## src/rtl/vxm_pkg.sv

```systemverilog
package vxm_pkg;

  // number of bit-pair terms on diagonal k of a w x w grid
  function automatic int col_terms(input int k, input int w);
    return (k < w) ? k + 1 : 2 * w - 1 - k;
  endfunction

  // bits needed to hold the largest column count (w terms)
  function automatic int sum_width(input int w);
    return $clog2(w + 1);
  endfunction

endpackage

```

## src/rtl/vxm_pp_stage.sv

```systemverilog
module vxm_pp_stage #(
  parameter int W = 4
) (
  input  logic                  clk_i,
  input  logic                  rst_ni,
  input  logic                  valid_i,
  input  logic [W-1:0]          a_i,
  input  logic [W-1:0]          b_i,
  output logic                  valid_o,
  output logic [W-1:0][W-1:0]   pp_o
);

  logic [W-1:0][W-1:0] pp_d;

  always_comb begin
    for (int i = 0; i < W; i++) begin
      for (int j = 0; j < W; j++) begin
        pp_d[i][j] = a_i[i] & b_i[j];
      end
    end
  end

  always_ff @(posedge clk_i or negedge rst_ni) begin
    if (!rst_ni) begin
      valid_o <= 1'b0;
      pp_o    <= '0;
    end else begin
      valid_o <= valid_i;
      pp_o    <= pp_d;
    end
  end

endmodule

```

## src/rtl/vxm_col_stage.sv

```systemverilog
module vxm_col_stage #(
  parameter int W    = 4,
  parameter int NCOL = 2 * W - 1,
  parameter int CW   = 3
) (
  input  logic                       clk_i,
  input  logic                       rst_ni,
  input  logic                       valid_i,
  input  logic [W-1:0][W-1:0]        pp_i,
  output logic                       valid_o,
  output logic [NCOL-1:0][CW-1:0]    col_o
);

  logic [NCOL-1:0][CW-1:0] col_d;

  // diagonal grouping: term (i,j) lands in column i+j
  always_comb begin
    col_d = '0;
    for (int i = 0; i < W; i++) begin
      for (int j = 0; j < W; j++) begin
        col_d[i+j] = col_d[i+j] + CW'(pp_i[i][j]);
      end
    end
  end

  always_ff @(posedge clk_i or negedge rst_ni) begin
    if (!rst_ni) begin
      valid_o <= 1'b0;
      col_o   <= '0;
    end else begin
      valid_o <= valid_i;
      col_o   <= col_d;
    end
  end

  for (genvar k = 0; k < NCOL; k++) begin : g_col_chk
    localparam int TERMS = vxm_pkg::col_terms(k, W);
    AST_COL_BOUND: assert property (@(posedge clk_i) disable iff (!rst_ni)
      int'(col_o[k]) <= TERMS) else $error("column %0d over range", k);
  end

endmodule

```

## src/rtl/vxm_sum_stage.sv

```systemverilog
module vxm_sum_stage #(
  parameter int W    = 4,
  parameter int NCOL = 2 * W - 1,
  parameter int CW   = 3,
  parameter int PW   = 2 * W
) (
  input  logic                       clk_i,
  input  logic                       rst_ni,
  input  logic                       valid_i,
  input  logic [NCOL-1:0][CW-1:0]    col_i,
  output logic                       valid_o,
  output logic [PW-1:0]              product_o
);

  localparam int AW   = CW + 2;
  localparam int PMAX = ((1 << W) - 1) * ((1 << W) - 1);

  logic [PW-1:0][AW-1:0] cnt;
  logic [AW-1:0]         acc;
  logic [AW-1:0]         carry;
  logic [PW-1:0]         prod_d;

  // bit d of column c carries weight c+d; ripple the per-weight counts
  always_comb begin
    cnt = '0;
    for (int c = 0; c < NCOL; c++) begin
      for (int d = 0; d < CW; d++) begin
        if (c + d < PW) cnt[c+d] = cnt[c+d] + AW'(col_i[c][d]);
      end
    end
    carry = '0;
    acc   = '0;
    for (int k = 0; k < PW; k++) begin
      acc       = carry + cnt[k];
      prod_d[k] = acc[0];
      carry     = acc >> 1;
    end
  end

  always_ff @(posedge clk_i or negedge rst_ni) begin
    if (!rst_ni) begin
      valid_o   <= 1'b0;
      product_o <= '0;
    end else begin
      valid_o   <= valid_i;
      product_o <= prod_d;
    end
  end

  AST_PRODUCT_MAX: assert property (@(posedge clk_i) disable iff (!rst_ni)
    valid_o |-> int'(product_o) <= PMAX) else $error("product above max");

endmodule

```

## src/rtl/vxm_mul_top.sv

```systemverilog
module vxm_mul_top #(
  parameter int W = 4
) (
  input  logic              clk_i,
  input  logic              rst_ni,
  input  logic              valid_i,
  input  logic [W-1:0]      a_i,
  input  logic [W-1:0]      b_i,
  output logic              valid_o,
  output logic [2*W-1:0]    product_o
);

  localparam int PW   = 2 * W;
  localparam int NCOL = 2 * W - 1;
  localparam int CW   = vxm_pkg::sum_width(W);

  logic                    s1_valid;
  logic [W-1:0][W-1:0]     s1_pp;
  logic                    s2_valid;
  logic [NCOL-1:0][CW-1:0] s2_col;

  vxm_pp_stage #(.W(W)) u_pp (
    .clk_i   (clk_i),
    .rst_ni  (rst_ni),
    .valid_i (valid_i),
    .a_i     (a_i),
    .b_i     (b_i),
    .valid_o (s1_valid),
    .pp_o    (s1_pp)
  );

  vxm_col_stage #(.W(W), .NCOL(NCOL), .CW(CW)) u_col (
    .clk_i   (clk_i),
    .rst_ni  (rst_ni),
    .valid_i (s1_valid),
    .pp_i    (s1_pp),
    .valid_o (s2_valid),
    .col_o   (s2_col)
  );

  vxm_sum_stage #(.W(W), .NCOL(NCOL), .CW(CW), .PW(PW)) u_sum (
    .clk_i     (clk_i),
    .rst_ni    (rst_ni),
    .valid_i   (s2_valid),
    .col_i     (s2_col),
    .valid_o   (valid_o),
    .product_o (product_o)
  );

  // edges since reset release, saturating; gates the 3-deep history checks
  logic [1:0] age_q;
  always_ff @(posedge clk_i or negedge rst_ni) begin
    if (!rst_ni)           age_q <= '0;
    else if (age_q != 2'd3) age_q <= age_q + 2'd1;
  end

  AST_LATENCY: assert property (@(posedge clk_i) disable iff (!rst_ni)
    (age_q == 2'd3) |-> (valid_o == $past(valid_i, 3))) else $error("latency");

  AST_GAP: assert property (@(posedge clk_i) disable iff (!rst_ni)
    ((age_q == 2'd3) && !$past(valid_i, 3)) |-> !valid_o) else $error("bubble lost");

  AST_PRODUCT: assert property (@(posedge clk_i) disable iff (!rst_ni)
    ((age_q == 2'd3) && valid_o) |->
      (product_o == PW'($past(a_i, 3)) * PW'($past(b_i, 3)))) else $error("product");

  AST_IDLE_AFTER_RST: assert property (@(posedge clk_i) disable iff (!rst_ni)
    (age_q != 2'd3) |-> !valid_o) else $error("early valid");

endmodule

```

## config.mk

```make
export PLATFORM = sky130hd
export DESIGN_NAME = vxm_mul_top
export DESIGN_NICKNAME = d
export VERILOG_FILES = /design/src/rtl/vxm_pkg.sv /design/src/rtl/vxm_pp_stage.sv /design/src/rtl/vxm_col_stage.sv /design/src/rtl/vxm_sum_stage.sv /design/src/rtl/vxm_mul_top.sv
export SDC_FILE = /design/constraint.sdc
export NUM_CORES = 1
export LEC_CHECK = 0
export ABC_CLOCK_PERIOD_IN_PS = 4900
export BUFFER_PORTS_ARGS = -buffer_cell sky130_fd_sc_hd__buf_2
export CAP_MARGIN = 40
export CORE_ASPECT_RATIO = 1.75
export CORE_UTILIZATION = 50
export DETAILED_ROUTE_END_ITERATION = 7
export PLACE_DENSITY = 0.82
export SETUP_SLACK_MARGIN = 0.5
export SYNTH_ARGS = -nofsm -noshare
export SYNTH_HDL_FRONTEND = slang
export SYNTH_SLANG_ARGS = --single-unit
export TNS_END_PERCENT = 10
```

## constraint.sdc

```tcl
create_clock -name clk_i -period 4.9 [get_ports clk_i]
set_input_delay 0.49 -clock clk_i [delete_from_list [all_inputs] [get_ports clk_i]]
set_output_delay 0.49 -clock clk_i [all_outputs]
set_load 0.1 [all_outputs]
```

==> out/metrics.cfg, run 1 <==
[timing]
final_hold_viol_count=0
whs_ns=0.304
finalSetupViolCount=0
max_slew_margin_pct=43.4
drv_slew=0
finalCritPeriodShare_pct=75.3
finalSetupTns_ns=0
worstMarginPinSlew_ns=0.849
rsz0062_at_grt=false
fmax_mhz=271
fin_crit_ns=3.69
clock_skew_ns=0.00484

[placed_design]
placed_cells=138
io_buffers=19
dp_hpwl_um=1370
place_congestion=0.749

[worst_setup_path]
critPathSlowestCell=fa_1
r2r-end=u_sum.product_o[7]
critical_path.top_delay_family=adder cells
cp_slowest_stage_delay_ns=0.48
end_kind=flip-flop
path_max_fanout=1
worstPathArrival_ns=3.86
cp_num_buf_inv=4
start_kind=flip-flop
r2r-start=u_col.col_o[4]
r2r_cells=14
crit_path_frequent_cell=ha_1
crit_chain=ha_1 > fa_1 > ha_1 > ha_1 > inv_1 > fa_1 > inv_1 > ha_1 > fa_1 > inv_1 > fa_1 > inv_1 > ha_1 > xnor3_1
critical_path_required_ns=5.06
reg2reg_slack_ns=1.21
path_class=flip-flop to flip-flop

[clock_tree]
cts_tree=yes
cts_made_buffers=5
cts_root_buf=clkbuf_8
cts_hold_buf=0
clkTransAtPathRegs_ns=0.07
cts.repair.resized=0
cts_setup_buffers=0
htreeDepth=2
cts_sinks=42
clkLatencyLatePin_ns=0.29
cts_buffer_depth=2

[logic_synthesis]
syn-num-nets=125
yosysTopAreaCell=dfrtp_1
synth_top_area_share_pct=67.6
synth-seq-cells=42
ys_top_cells_by_area=dfrtp_1, ha_1, fa_1
async_flop_share_pct=100
yosysSeqAreaShare_pct=67.6
ys_types=6
synth_edf_count=0
synth_ff_type=dfrtp_1
ys_top_cells_by_count=dfrtp_1, and2_1, ha_1
synthCells=91
syn_area_sq_mm=0.00156
yosys_warnings=0
yosysMostFrequentCell=dfrtp_1
syn_area_per_cell_sq_um=17.1

[die]
die_h_um=75.8
initial_utilization_pct=53.1
rows=26
die_width_um=44.2
die-area_sq_mm=0.00335
core_sq_mm=0.00293
num_io_pins=20

[route]
drtPass1Iterations=6
drt_iter0_drc=10
viasPerCell=4.90
drt-total-wl_um=1760
wl_per_cell_um=12.1
vias=716
ant_nets=0
route.detailed.drc=0

[pwr]
p_int_mw=0.554
power_density_mw_per_mm2=446
seqPwrFrac_pct=48.3
clock_power_share_pct=31.9
ir_worst_vdd_v=0.000308
switching_power_mw=0.246
leakagePower_nw=0.981
pwr-share-comb_pct=19.8
p_sw_share_pct=30.7

[cells_and_area]
nets=151
stdcell_count=146
antennaDiodeCount=0
area_growth_pct=15.4
layout-drive-gt1-share_pct=22.9

[worst_hold_path]
hold_path_startpoint=valid_i
worst_hold_path.endpoint=u_pp.valid_o
hold_class=primary input to flip-flop
whs_path_depth=1

[global_routing]
grt_max_degree=43
grt_pass1_wl_um=3130
grt-ovfl-total=0
grt_usage_pct=13.9
antenna_found_initial=0
grt_pass1_vias=767

[status]
status=finished clean

[flow_run]
maxCapViolCount=0

[state kept, by name (all words and copies together) (netlist names)]
signal / flops
u_col.valid_o: 1
u_pp.valid_o: 1
u_sum.product_o: 8
u_pp.pp_o: 16
u_col.col_o: 15
u_sum.valid_o: 1
[through the flow]
step	cell area [sq um]	total power, mW	worst slack [ns]	util (%)
after CTS	1790	0.812	1.17	61.3
final	1790	0.800	1.21	61.3
after floorplan	1560	0.517	1.35	-
after global routing	1790	0.841	1.05	61.3
after detailed placement	1690	0.555	1.19	57.6
after global placement	1690	0.548	1.25	57.6
[cells in the final DEF, fill, tap and decap left out, drive strengths merged]
| cell type | Yosys | layout |
|---|---|---|
| dfrtp | 42 | 42 |
| buf | 0 | 19 |
| and2 | 16 | 16 |
| ha | 15 | 15 |
| inv | 9 | 9 |
| fa | 8 | 8 |
| clkbuf | 0 | 5 |
| clkinv | 0 | 2 |
| xnor3 | 1 | 1 |
| bufinv | 0 | 1 |
[cells by family (layout without fill, tap and decap cells)]
logic type | after synthesis | after routing | share of synthesized area (%)
simple gates | 16 | 16 | 6.44
fa+ha+maj | 23 | 23 | 22.4
buf+inv | 9 | 36 | 2.17
flops | 42 | 42 | 67.6
xor+xnor | 1 | 1 | 1.45
[how the worst max path moves through the flow]
| stage | slack, ns | from | to | cells after the start |
|---|---|---|---|---|
| global route | 1.05 | u_col.col_o[4] | u_sum.product_o[7] | 14 |
| detailed placement | 1.19 | u_col.col_o[4] | u_sum.product_o[7] | 14 |
| CTS | 1.17 | u_col.col_o[4] | u_sum.product_o[7] | 14 |
| floorplan | 1.35 | u_col.col_o[4] | u_sum.product_o[7] | 14 |
| finish | 1.21 | u_col.col_o[4] | u_sum.product_o[7] | 14 |
| global placement | 1.25 | u_col.col_o[4] | u_sum.product_o[7] | 14 |
[power groups by stage]
| stage | registers [mW] | logic, mW | clock network, mW |
|---|---|---|---|
| floorplan | 0.493 | 0.0243 | 0 |
| global placement | 0.392 | 0.156 | 0 |
| detailed placement | 0.394 | 0.161 | 0 |
| CTS | 0.387 | 0.161 | 0.264 |
| global route | 0.390 | 0.171 | 0.281 |
| finish | 0.386 | 0.159 | 0.255 |
[per-layer routing]
layer / vias to the layer above / share of wire, % / track usage, %
met4: 0 / 2.4 / 8.08
met5: - / 0 / 0
met1: 363 / 33 / 12.6
met2: 20 / 60 / 25.0
li1: 328 / - / -
met3: 5 / 4.6 / 5.69
[final cells by class]
class | instances | area [sq um]
Inverter | 9 | 33.8
Tap cell | 28 | 35.0
Sequential cell | 42 | 1050
Multi-Input combinational cell | 40 | 470
Clock buffer | 5 | 68.8
Fill cell | 213 | 1130
Clock inverter | 3 | 40.0
Timing Repair Buffer | 19 | 95.1
Power figures use the tool's default switching activity.
==> run 2, diff against run 1 <==
- ABC_CLOCK_PERIOD_IN_PS: 4900 -> 3800
- clock period: 4.9 -> 3.8 ns (I/O delays scaled with it)
==> run 2 against run 1 <==
Against the previous run: via count decreased by 1.1%; register-to-register slack got worse by 0.98 ns; wire length increased by 3.2%; clock skew increased by 0.0025 ns; die area unchanged; highest routed layer unchanged.
==> out/metrics.cfg, run 2 (same netlist as run 1, synthesis figures left out) <==
[pwr]
power_density_mw_per_mm2=546
seqPwrFrac_pct=50.3
p_sw_share_pct=32.3
ir_worst_vdd_v=0.000314
pwr-share-comb_pct=21.2
leakagePower_nw=0.958
p_int_mw=0.671
clock_power_share_pct=28.5
switching_power_mw=0.321

[cells_and_area]
area_growth_pct=16.7
utilization_pct=62.0
fillers=226
layout-drive-gt1-share_pct=28.0
registers.top_by_ff_count=u_pp.pp_o
antennaDiodeCount=0
largestRegisters=u_pp.pp_o (16), u_col.col_o (15), u_sum.product_o (8)
nets=151
layout.cells.most_common_list=dfrtp_1, buf_2, and2_1
final_common_cell=dfrtp_1
largest_reg_flops=16

[worst_setup_path]
start_kind=flip-flop
crit_path_frequent_cell=inv_1
critPathSlowestCell=fa_1
path_class=flip-flop to flip-flop
path_max_fanout=1
worstPathArrival_ns=3.74
end_kind=flip-flop
cp_slowest_stage_delay_ns=0.47
critical_path_required_ns=3.97
crit_chain=ha_2 > fa_2 > ha_4 > ha_4 > inv_1 > fa_1 > inv_1 > ha_2 > fa_1 > inv_1 > fa_1 > inv_1 > ha_2 > xnor3_1

[route]
vias=708
drt_iter0_drc=7
wl_per_cell_um=12.5
viasPerCell=4.85
ant_nets=0
drtPass1Iterations=5
drt-total-wl_um=1820
route.detailed.drc=0

[worst_hold_path]
hold_class=primary input to async pin

[global_routing]
grt-ovfl-total=0
grt_pass1_wl_um=3060
grt_max_degree=43
grt_pass1_vias=733
antenna_found_initial=0
grt_usage_pct=13.7

[timing]
fin_crit_ns=3.57
finalCritPeriodShare_pct=94.0
finalSetupTns_ns=0
rsz0062_at_grt=true
final_hold_viol_count=0
max_slew_margin_pct=42.4
worstMarginPinSlew_ns=0.865
drv_slew=0
finalSetupViolCount=0
clock_skew_ns=0.00730
fmax_mhz=280

[placed_design]
dp_hpwl_um=1380
place_congestion=0.725
io_buffers=19

[clock_tree]
cts_sinks=42
cts_tree=yes
htreeDepth=2
cts_made_buffers=5
cts_hold_buf=0
cts_root_buf=clkbuf_8
cts_buffer_depth=2
clkLatencyLatePin_ns=0.29
clkTransAtPathRegs_ns=0.07

[die]
core_sq_mm=0.00293
die_h_um=75.8
rows=26
num_io_pins=20
die-area_sq_mm=0.00335
initial_utilization_pct=53.1
die_width_um=44.2

[flow_run]
maxCapViolCount=0

[status]
status=finished clean

run 2: cell count changes in the layout (fill, tap and decap cells not counted), sizes merged:
cell / previous run / this run
clkinv: 2 / 1
clkbuf: 5 / 6
bufinv: 1 / 0
clkinvlp: 0 / 1
run 2: repair_timing:
| item | CTS | global route |
|---|---|---|
| pin swaps | 0 | 4 |
| setup buffers | 0 | 0 |
| resized for setup | 0 | 2 |
| endpoints found under the setup margin | 2 | 2 |
run 2: stage by stage:
step / setup WS [ns] / total power, mW / area (sq um) / hold slack [ns] / std cells
final: 0.227 / 0.991 / 1820 / 0.197 / 146
after global routing: 0.0813 / 1.05 / 1820 / 0.176 / 146
after CTS: 0.216 / 1.00 / 1790 / 0.185 / 146
after detailed placement: 0.215 / 0.717 / 1700 / 0.335 / 138
after global placement: 0.309 / 0.709 / 1700 / 0.332 / 138
after floorplan: 0.360 / 0.668 / 1570 / 0.0844 / 91
run 2: power groups by stage:
stage	logic (mW)	registers [mW]	clock network, mW
after global placement	0.203	0.506	0
after floorplan	0.0325	0.636	0
final	0.211	0.498	0.283
after global routing	0.225	0.502	0.318
after detailed placement	0.209	0.508	0
after CTS	0.209	0.500	0.295
run 2: layout make-up:
class                      instances  area [sq um]  share of cell area [%]
clock buffer                       6          82.6                    4.55
timing repair buffer              19          95.1                    5.24
multi-input combinational         40           505                    27.8
sequential                        42          1050                    57.9
inverter                           9          33.8                    1.86
clock inverter                     2          12.5                   0.689
tap                               28          35.0                    1.93
run 2: worst paths after layout:
check	start	endpoint	slack (ns)	cells past startpoint
hold reg to reg	u_pp.pp_o[15]	u_col.col_o[18]	0.35	0
hold / removal	rst_ni	u_sum.product_o[6]	0.20	1
min in group clk_i	valid_i	u_pp.valid_o	0.20	1
setup / recovery	u_col.col_o[4]	u_sum.product_o[7]	0.23	14
max in group asynchronous	rst_ni	u_pp.pp_o[6]	3.06	1
setup reg to reg	u_col.col_o[4]	u_sum.product_o[7]	0.23	14
run 2: worst max-delay path, delay by kind of cell, from the launching register on:
family | cells | cell delay, ns
XOR/XNOR | 1 | 0.19
flip-flops | 1 | 0.38
buffers and inverters | 4 | 0.21
adder cells (fa/ha/maj) | 9 | 2.70
run 2: metal layers:
| metal | vias up | global-route usage (%) | share of wire (%) |
|---|---|---|---|
| met5 | - | 0 | 0 |
| met4 | 0 | 10.1 | 3.9 |
| met3 | 6 | 4.98 | 4.0 |
| met2 | 20 | 23.4 | 56 |
| met1 | 354 | 13.1 | 36 |
| li1 | 328 | - | - |
